--- src/rtl/seg_add_pkg.sv ---
package seg_add_pkg;

    typedef enum logic {
        ST_IDLE = 1'b0,
        ST_CALC = 1'b1
    } ctl_state_t;

    typedef enum logic [1:0] {
        MD_NONE   = 2'd0,
        MD_SINGLE = 2'd1,
        MD_DOUBLE = 2'd2,
        MD_LONG   = 2'd3
    } lat_mode_t;

endpackage

--- src/rtl/seg_add_group.sv ---
// One k-bit ripple group with a resolved/unresolved flag on every carry.
module seg_add_group #(
    parameter int GW = 8
) (
    input  logic [GW-1:0] a_i,
    input  logic [GW-1:0] b_i,
    input  logic          cin_k_i,
    input  logic          cin_v_i,
    output logic [GW-1:0] sum_o,
    output logic [GW-1:0] ck_o,
    output logic          cout_k_o,
    output logic          cout_v_o,
    output logic          loc_k_o,
    output logic          loc_v_o
);

    // ck/cv: carry chain using the supplied carry-in status
    // lk/lv: same chain assuming an unresolved carry-in
    logic [GW:0] ck;
    logic [GW:0] cv;
    logic [GW:0] lk;
    logic [GW:0] lv;

    assign ck[0] = cin_k_i;
    assign cv[0] = cin_v_i;
    assign lk[0] = 1'b0;
    assign lv[0] = 1'b0;

    for (genvar j = 0; j < GW; j++) begin : g_bit
        logic prop;
        assign prop      = a_i[j] ^ b_i[j];
        // an equal pair generates (1,1) or kills (0,0): carry above it is known
        assign ck[j+1]   = ~prop | ck[j];
        assign cv[j+1]   = prop ? cv[j] : a_i[j];
        assign lk[j+1]   = ~prop | lk[j];
        assign lv[j+1]   = prop ? lv[j] : a_i[j];
        assign sum_o[j]  = prop ^ cv[j];
        assign ck_o[j]   = ck[j];
    end

    assign cout_k_o = ck[GW];
    assign cout_v_o = cv[GW];
    assign loc_k_o  = lk[GW];
    assign loc_v_o  = lv[GW];

endmodule

--- src/rtl/seg_add_ctrl.sv ---
// Start acceptance, stall generation, cycle count and mode report.
module seg_add_ctrl
    import seg_add_pkg::*;
#(
    parameter int NG = 8
) (
    input  logic                       clk,
    input  logic                       rst_n,
    input  logic                       start_i,
    input  logic                       en_in_i,
    input  logic                       all_known_i,
    output logic                       load_o,
    output logic                       busy_o,
    output logic                       done_o,
    output logic                       pipe_en_o,
    output logic [$clog2(NG+1)-1:0]    cyc_o,
    output lat_mode_t                  mode_o
);

    localparam int CW = $clog2(NG + 1);

    ctl_state_t    state_q;
    ctl_state_t    state_d;
    logic [CW-1:0] cyc_q;

    // state register
    always_ff @(posedge clk or negedge rst_n) begin
        if (!rst_n) begin
            state_q <= ST_IDLE;
        end else begin
            state_q <= state_d;
        end
    end

    // outputs of the controller
    always_comb begin
        busy_o    = 1'b0;
        done_o    = 1'b0;
        pipe_en_o = 1'b0;
        mode_o    = MD_NONE;
        unique case (state_q)
            ST_IDLE: begin
                pipe_en_o = en_in_i;
            end
            ST_CALC: begin
                busy_o    = 1'b1;
                done_o    = all_known_i;
                pipe_en_o = en_in_i & all_known_i;
                if (all_known_i) begin
                    if (cyc_q == CW'(1)) begin
                        mode_o = MD_SINGLE;
                    end else if (cyc_q == CW'(2)) begin
                        mode_o = MD_DOUBLE;
                    end else begin
                        mode_o = MD_LONG;
                    end
                end
            end
        endcase
        load_o = start_i & pipe_en_o;
    end

    // next state
    always_comb begin
        state_d = state_q;
        unique case (state_q)
            ST_IDLE: begin
                if (load_o) begin
                    state_d = ST_CALC;
                end
            end
            ST_CALC: begin
                if (done_o && en_in_i && !load_o) begin
                    state_d = ST_IDLE;
                end
            end
        endcase
    end

    // cycle counter
    always_ff @(posedge clk or negedge rst_n) begin
        if (!rst_n) begin
            cyc_q <= '0;
        end else if (load_o) begin
            cyc_q <= CW'(1);
        end else if (done_o && en_in_i) begin
            cyc_q <= '0;
        end else if (busy_o && !done_o && (cyc_q < CW'(NG))) begin
            cyc_q <= cyc_q + 1'b1;
        end
    end

    assign cyc_o = cyc_q;

endmodule

--- src/rtl/seg_carry_adder.sv ---
// Segmented adder: k-bit ripple groups, registered group boundaries,
// one-group lookahead, completion by per-bit carry resolution.
module seg_carry_adder
    import seg_add_pkg::*;
#(
    parameter int WIDTH = 64,
    parameter int GRP   = 8
) (
    input  logic                              clk,
    input  logic                              rst_n,
    input  logic                              start_i,
    input  logic                              en_in_i,
    input  logic [WIDTH-1:0]                  a_i,
    input  logic [WIDTH-1:0]                  b_i,
    output logic [WIDTH-1:0]                  sum_o,
    output logic                              done_o,
    output logic                              pipe_en_o,
    output logic [$clog2(WIDTH/GRP+1)-1:0]    cyc_o,
    output logic [1:0]                        mode_o
);

    localparam int NGRP = WIDTH / GRP;

    logic [WIDTH-1:0] opa_q;
    logic [WIDTH-1:0] opb_q;
    logic [NGRP-1:1]  rk_q;
    logic [NGRP-1:1]  rv_q;

    logic [NGRP-1:0]  cin_k;
    logic [NGRP-1:0]  cin_v;
    logic [NGRP-1:0]  cout_k;
    logic [NGRP-1:0]  cout_v;
    logic [NGRP-1:0]  loc_k;
    logic [NGRP-1:0]  loc_v;
    logic [WIDTH-1:0] bit_known;
    logic             all_known;
    logic             load;
    logic             busy;
    lat_mode_t        mode_w;
    logic             unused_tail;

    // operand registers: frozen unless a start is accepted
    always_ff @(posedge clk or negedge rst_n) begin
        if (!rst_n) begin
            opa_q <= '0;
            opb_q <= '0;
        end else if (load) begin
            opa_q <= a_i;
            opb_q <= b_i;
        end
    end

    // group carry-in: registered boundary if resolved, else the lower
    // group's locally resolved carry-out
    for (genvar g = 0; g < NGRP; g++) begin : g_grp
        if (g == 0) begin : g_first
            assign cin_k[g] = 1'b1;
            assign cin_v[g] = 1'b0;
        end else begin : g_rest
            assign cin_k[g] = rk_q[g] | loc_k[g-1];
            assign cin_v[g] = rk_q[g] ? rv_q[g] : loc_v[g-1];
        end

        seg_add_group #(
            .GW(GRP)
        ) u_grp (
            .a_i      (opa_q[g*GRP +: GRP]),
            .b_i      (opb_q[g*GRP +: GRP]),
            .cin_k_i  (cin_k[g]),
            .cin_v_i  (cin_v[g]),
            .sum_o    (sum_o[g*GRP +: GRP]),
            .ck_o     (bit_known[g*GRP +: GRP]),
            .cout_k_o (cout_k[g]),
            .cout_v_o (cout_v[g]),
            .loc_k_o  (loc_k[g]),
            .loc_v_o  (loc_v[g])
        );
    end

    // boundary registers: one group boundary crossed per cycle
    always_ff @(posedge clk or negedge rst_n) begin
        if (!rst_n) begin
            rk_q <= '0;
            rv_q <= '0;
        end else if (load) begin
            rk_q <= '0;
            rv_q <= '0;
        end else if (busy) begin
            for (int g = 1; g < NGRP; g++) begin
                rk_q[g] <= cout_k[g-1];
                rv_q[g] <= cout_v[g-1];
            end
        end
    end

    assign all_known   = &bit_known;
    assign unused_tail = cout_k[NGRP-1] ^ cout_v[NGRP-1] ^ loc_k[NGRP-1] ^ loc_v[NGRP-1];

    seg_add_ctrl #(
        .NG(NGRP)
    ) u_ctrl (
        .clk         (clk),
        .rst_n       (rst_n),
        .start_i     (start_i),
        .en_in_i     (en_in_i),
        .all_known_i (all_known),
        .load_o      (load),
        .busy_o      (busy),
        .done_o      (done_o),
        .pipe_en_o   (pipe_en_o),
        .cyc_o       (cyc_o),
        .mode_o      (mode_w)
    );

    assign mode_o = mode_w;

endmodule

--- config.mk ---
export PLATFORM = sky130hd
export DESIGN_NAME = seg_carry_adder
export DESIGN_NICKNAME = d
export VERILOG_FILES = /design/src/rtl/seg_add_pkg.sv /design/src/rtl/seg_add_group.sv /design/src/rtl/seg_add_ctrl.sv /design/src/rtl/seg_carry_adder.sv
export SDC_FILE = /design/constraint.sdc
export NUM_CORES = 1
export LEC_CHECK = 0
export BUFFER_PORTS_ARGS = -buffer_cell sky130_fd_sc_hd__buf_2
export CAP_MARGIN = 20
export CORE_UTILIZATION = 50
export CTS_CLUSTER_DIAMETER = 60
export DETAILED_ROUTE_END_ITERATION = 12
export PLACE_DENSITY = 0.79
export SETUP_SLACK_MARGIN = 0.1
export SLEW_MARGIN = 20
export SYNTH_ARGS = -nofsm -noshare
export SYNTH_HDL_FRONTEND = slang
export SYNTH_SLANG_ARGS = --single-unit
export TNS_END_PERCENT = 20
--- constraint.sdc ---
create_clock -name clk -period 4.2 [get_ports clk]
set_input_delay 0.84 -clock clk [delete_from_list [all_inputs] [get_ports clk]]
set_output_delay 0.84 -clock clk [all_outputs]
set_load 0.03 [all_outputs]
==> results.toml <==
[layout]
stdcell_area_um2 = 11100
area_growth_syn_to_layout_pct = 26.5
area_taken_by_multi_input_logic_gates_um2 = 5110
final.fill_count = 1299
post_route_cells_drive_above_1_share_pct = 42.9
antenna_cells = 0
seqCellArea_um2 = 3690
postLayoutCoreUtil_pct = 64.5
final_nets = 1201

[sta]
hold_violations = 0
fmax_ghz = 0.232
clock-skew-final_ns = 0.00937
worst-slew-pin-transition_ns = 0.968
timing.final.setup_violations = 6
max-slew-margin-rel_pct = 35.3
layout_worst_path_cycle_share_pct = 103
final.setup.worst_slack_ns = -0.107
tns_ns = -0.351
rsz0062_at_grt = "true"
final.hold.worst_slack_ns = 0.512
finalMaxSlewViolations = 0
post-route-min-period_ns = 4.31

[detailed_routing]
dr_wl_met3_um = 1050
route.top_layer_used = "met4"
route.detailed.wl_per_inst_um = 16.8
drt-met1-wl_um = 9410
met2RoutedLength_um = 10700
drt_first_pass_iters = 5
routed_wl_um = 21800
route.antenna.remaining_nets = 0
detailroute.via_count = 7281
route.detailed.drc = 0
detail_route.vias_per_cell = 5.61
detail_route.iter0.violations = 337

[clock_tree]
cts_tree = "yes"
clock_tree.buffer_depth = 2
clkTransAtPathRegs_ns = 0.06
tritoncts.num_buffers = 17
ctsRootBufferMaster = "sky130_fd_sc_hd__clkbuf_16"
clk_latency_ns = 0.43
clock-sinks = 147
cts-htree-levels = 4

[critical_path]
cp_slowest_stage_delay_ns = 0.39
timing.critical_path.from_type = "flip-flop"
critical_path_required_ns = 3.36
critPathMaxFanout = 2
endpoint_kind = "output port"
path_cells = "ha_2 > maj3_2 > maj3_2 > maj3_2 > maj3_2 > a21o_1 > nand2_2 > o21ai_2 > maj3_2 > maj3_2 > xor2_1 > buf_4"
worstPathBufferInverterCount = 1
worst-endpoint-arrival_ns = 3.47
critical_path.slowest_cell = "sky130_fd_sc_hd__dfrtp_1"
timing.critical_path.max_delay_family = "adder cells"
most_frequent_cell_on_the_critical_path = "sky130_fd_sc_hd__maj3_2"
type_of_the_worst_setup_path = "reg -> out"

[synth]
synth_nets = 976
synth_enable_flop_cells = 0
mapped_cell_area_um2 = 8790
synth_flop_cell = "sky130_fd_sc_hd__dfrtp_1"
register_bit_total_from_synthesis = 147
ys_seq_area_share_pct = 41.8
post_synth_inst_count = 834
avgSynthCellArea_um2 = 10.5
postSynth.asyncResetShare_pct = 100
yosysUniqueCellTypes = 73
synth_warnings = 0

[floorplan]
placeableCoreArea_um2 = 17200
dieArea_um2 = 18100
chipWidth_um = 135
rows = 48
initial_utilization_pct = 51.0
chipHeight_um = 135
top_level_ports = 204

[power]
peakVddDrop_v = 0.000471
power_report.internal_total_mw = 3.83
power-per-cell-area_nw_per_um2 = 610
p_switching_mw = 2.95
netSwitchingFraction_pct = 43.6
seq_power_share_pct = 29.1
clockPowerShare_pct = 21.0
p_comb_share_pct = 49.9
static_leakage_nw = 4.86

[placement]
place.detailed.hpwl_um = 14500
postPlaceCellArea_um2 = 9970
port_buffers = 203
place.gp.congestion = 0.857

[run_status]
violations = "negative setup slack"
run_status = "complete, but fails checks"

[global_route]
largest_net_degree_at_the_start_of_global_routing = 117
grt_pass1_vias = 7111
grt_antenna_before_repair = 0
globalRoute.totalOverflow = 0
gr-usage-all-layers_pct = 24.0
grt_first_pass_wirelength_um = 34300

[worst_hold_path]
min_path_type = "in -> async"

[flow_run]
maxCapViolations = 0
per-stage QoR:
step	power, mW	setup WS (ns)	instances
final	6.78	-0.107	1297
after global routing	7.11	-0.225	1297
after CTS	6.65	-0.0993	1286
after detailed placement	4.94	0.146	1228
after global placement	4.89	0.188	1228
after floorplan	4.15	0.145	834
cell usage in the layout (no fill, tap or decap), drive strengths merged, types with 6 or more instances in the layout:
| cell | count |
|---|---|
| a211oi | 15 |
| clkbuf | 20 |
| o211ai | 6 |
| buf | 243 |
| nor2 | 57 |
| nand3 | 11 |
| inv | 19 |
| and2 | 10 |
| clkinv | 12 |
| nand2 | 64 |
| mux2 | 120 |
| o21ai | 34 |
| xor2 | 72 |
| a311oi | 7 |
| nand4 | 10 |
| nor3 | 11 |
| a21oi | 22 |
| o22ai | 8 |
| dfrtp | 147 |
| a22oi | 7 |
| xnor2 | 50 |
| ha | 10 |
| a31oi | 6 |
| maj3 | 30 |
| o221ai | 7 |
kinds of logic (layout without fill, tap and decap cells):
kind of cell | count (synthesis) | count (layout) | share of synthesized area [%]
mux | 122 | 122 | 15.6
simple gates | 192 | 192 | 10.1
flops | 147 | 147 | 41.8
fa+ha+maj | 40 | 40 | 5.04
buf+inv | 58 | 296 | 2.85
compound gates | 153 | 153 | 12.5
xor+xnor | 122 | 122 | 12.2
routing by layer:
layer | global-route usage [%] | up-vias
li1 | - | 3461
met1 | 30.1 | 3557
met2 | 40.0 | 217
met3 | 5.59 | 46
met4 | 9.43 | 0
met5 | 0 | -
power groups by stage:
stage	clock network, mW	registers, mW	logic [mW]
3_5_place_dp	0	1.97	2.96
3_3_place_gp	0	1.96	2.93
6_report	1.43	1.97	3.38
5_1_grt	1.51	2.01	3.58
2_1_floorplan	0	1.86	2.29
4_1_cts	1.44	1.95	3.25
synthesized netlist by cell type, drive strengths merged (6+ instances only):
master / n / area, um2
a211oi: 15 / 123
a21oi: 22 / 110
a22oi: 7 / 57.6
a311oi: 7 / 61.3
a31oi: 6 / 37.5
and2: 10 / 62.6
buf: 15 / 86.3
clkbuf: 24 / 92.6
dfrtp: 147 / 3680
ha: 10 / 125
inv: 19 / 71.3
maj3: 30 / 318
mux2: 120 / 1350
nand2: 64 / 243
nand3: 11 / 55.1
nand4: 10 / 62.6
nor2: 57 / 216
nor3: 11 / 55.1
o211ai: 6 / 50.1
o21ai: 34 / 174
o221ai: 7 / 61.3
o22ai: 8 / 50.1
xnor2: 50 / 438
xor2: 72 / 631
registers in the layout (all words and copies together) (netlist names):
name and flops:
u_ctrl.cyc_o 4, opb_q 64, opa_q 64, rk_q 7
rv_q 7, u_ctrl.state_q 1
final cells by class:
class                           instances  area share (%)
Clock buffer                           18            3.86
Clock inverter                         14            1.05
Inverter                               19           0.641
Multi-Input combinational cell        629            46.0
Sequential cell                       147            33.2
Tap cell                              225            2.53
Timing Repair Buffer                  245            12.7
worst register-to-register path, stage by stage (launching register included):
cell	delay, ns
sky130_fd_sc_hd__dfrtp_1	0.39
sky130_fd_sc_hd__buf_4	0.14
sky130_fd_sc_hd__buf_4	0.14
sky130_fd_sc_hd__xor2_1	0.18
sky130_fd_sc_hd__nand4_1	0.13
sky130_fd_sc_hd__nor3_1	0.09
sky130_fd_sc_hd__a211oi_1	0.19
sky130_fd_sc_hd__and3_1	0.28
sky130_fd_sc_hd__nor2_2	0.11
sky130_fd_sc_hd__nor2_4	0.78
sky130_fd_sc_hd__buf_12	0.43
sky130_fd_sc_hd__mux2_2	0.52
repair_timing:
| item | 4_1_cts | 5_1_grt |
|---|---|---|
| setup buffers | 26 | 11 |
| hold buffers | 0 | 0 |
| pin swaps | 38 | 13 |
| hold endpoints to repair | 0 | 0 |
| endpoints found under the setup margin | 21 | 22 |
| resized for setup | 53 | 31 |
worst paths after layout:
kind / from / endpoint / slack (ns) / depth (start not counted)
max: opa_q[16] / sum_o[27] / -0.11 / 12
min: rst_n / opa_q[21] / 0.51 / 1
max reg2reg: opb_q[34] / opb_q[30] / 0.73 / 11
min reg2reg: opb_q[40] / opb_q[40] / 0.51 / 1
max in group asynchronous: rst_n / opa_q[50] / 2.79 / 2
min in group clk: opb_q[40] / opb_q[40] / 0.51 / 1
Note: power is estimated with default switching activity, not from simulation.
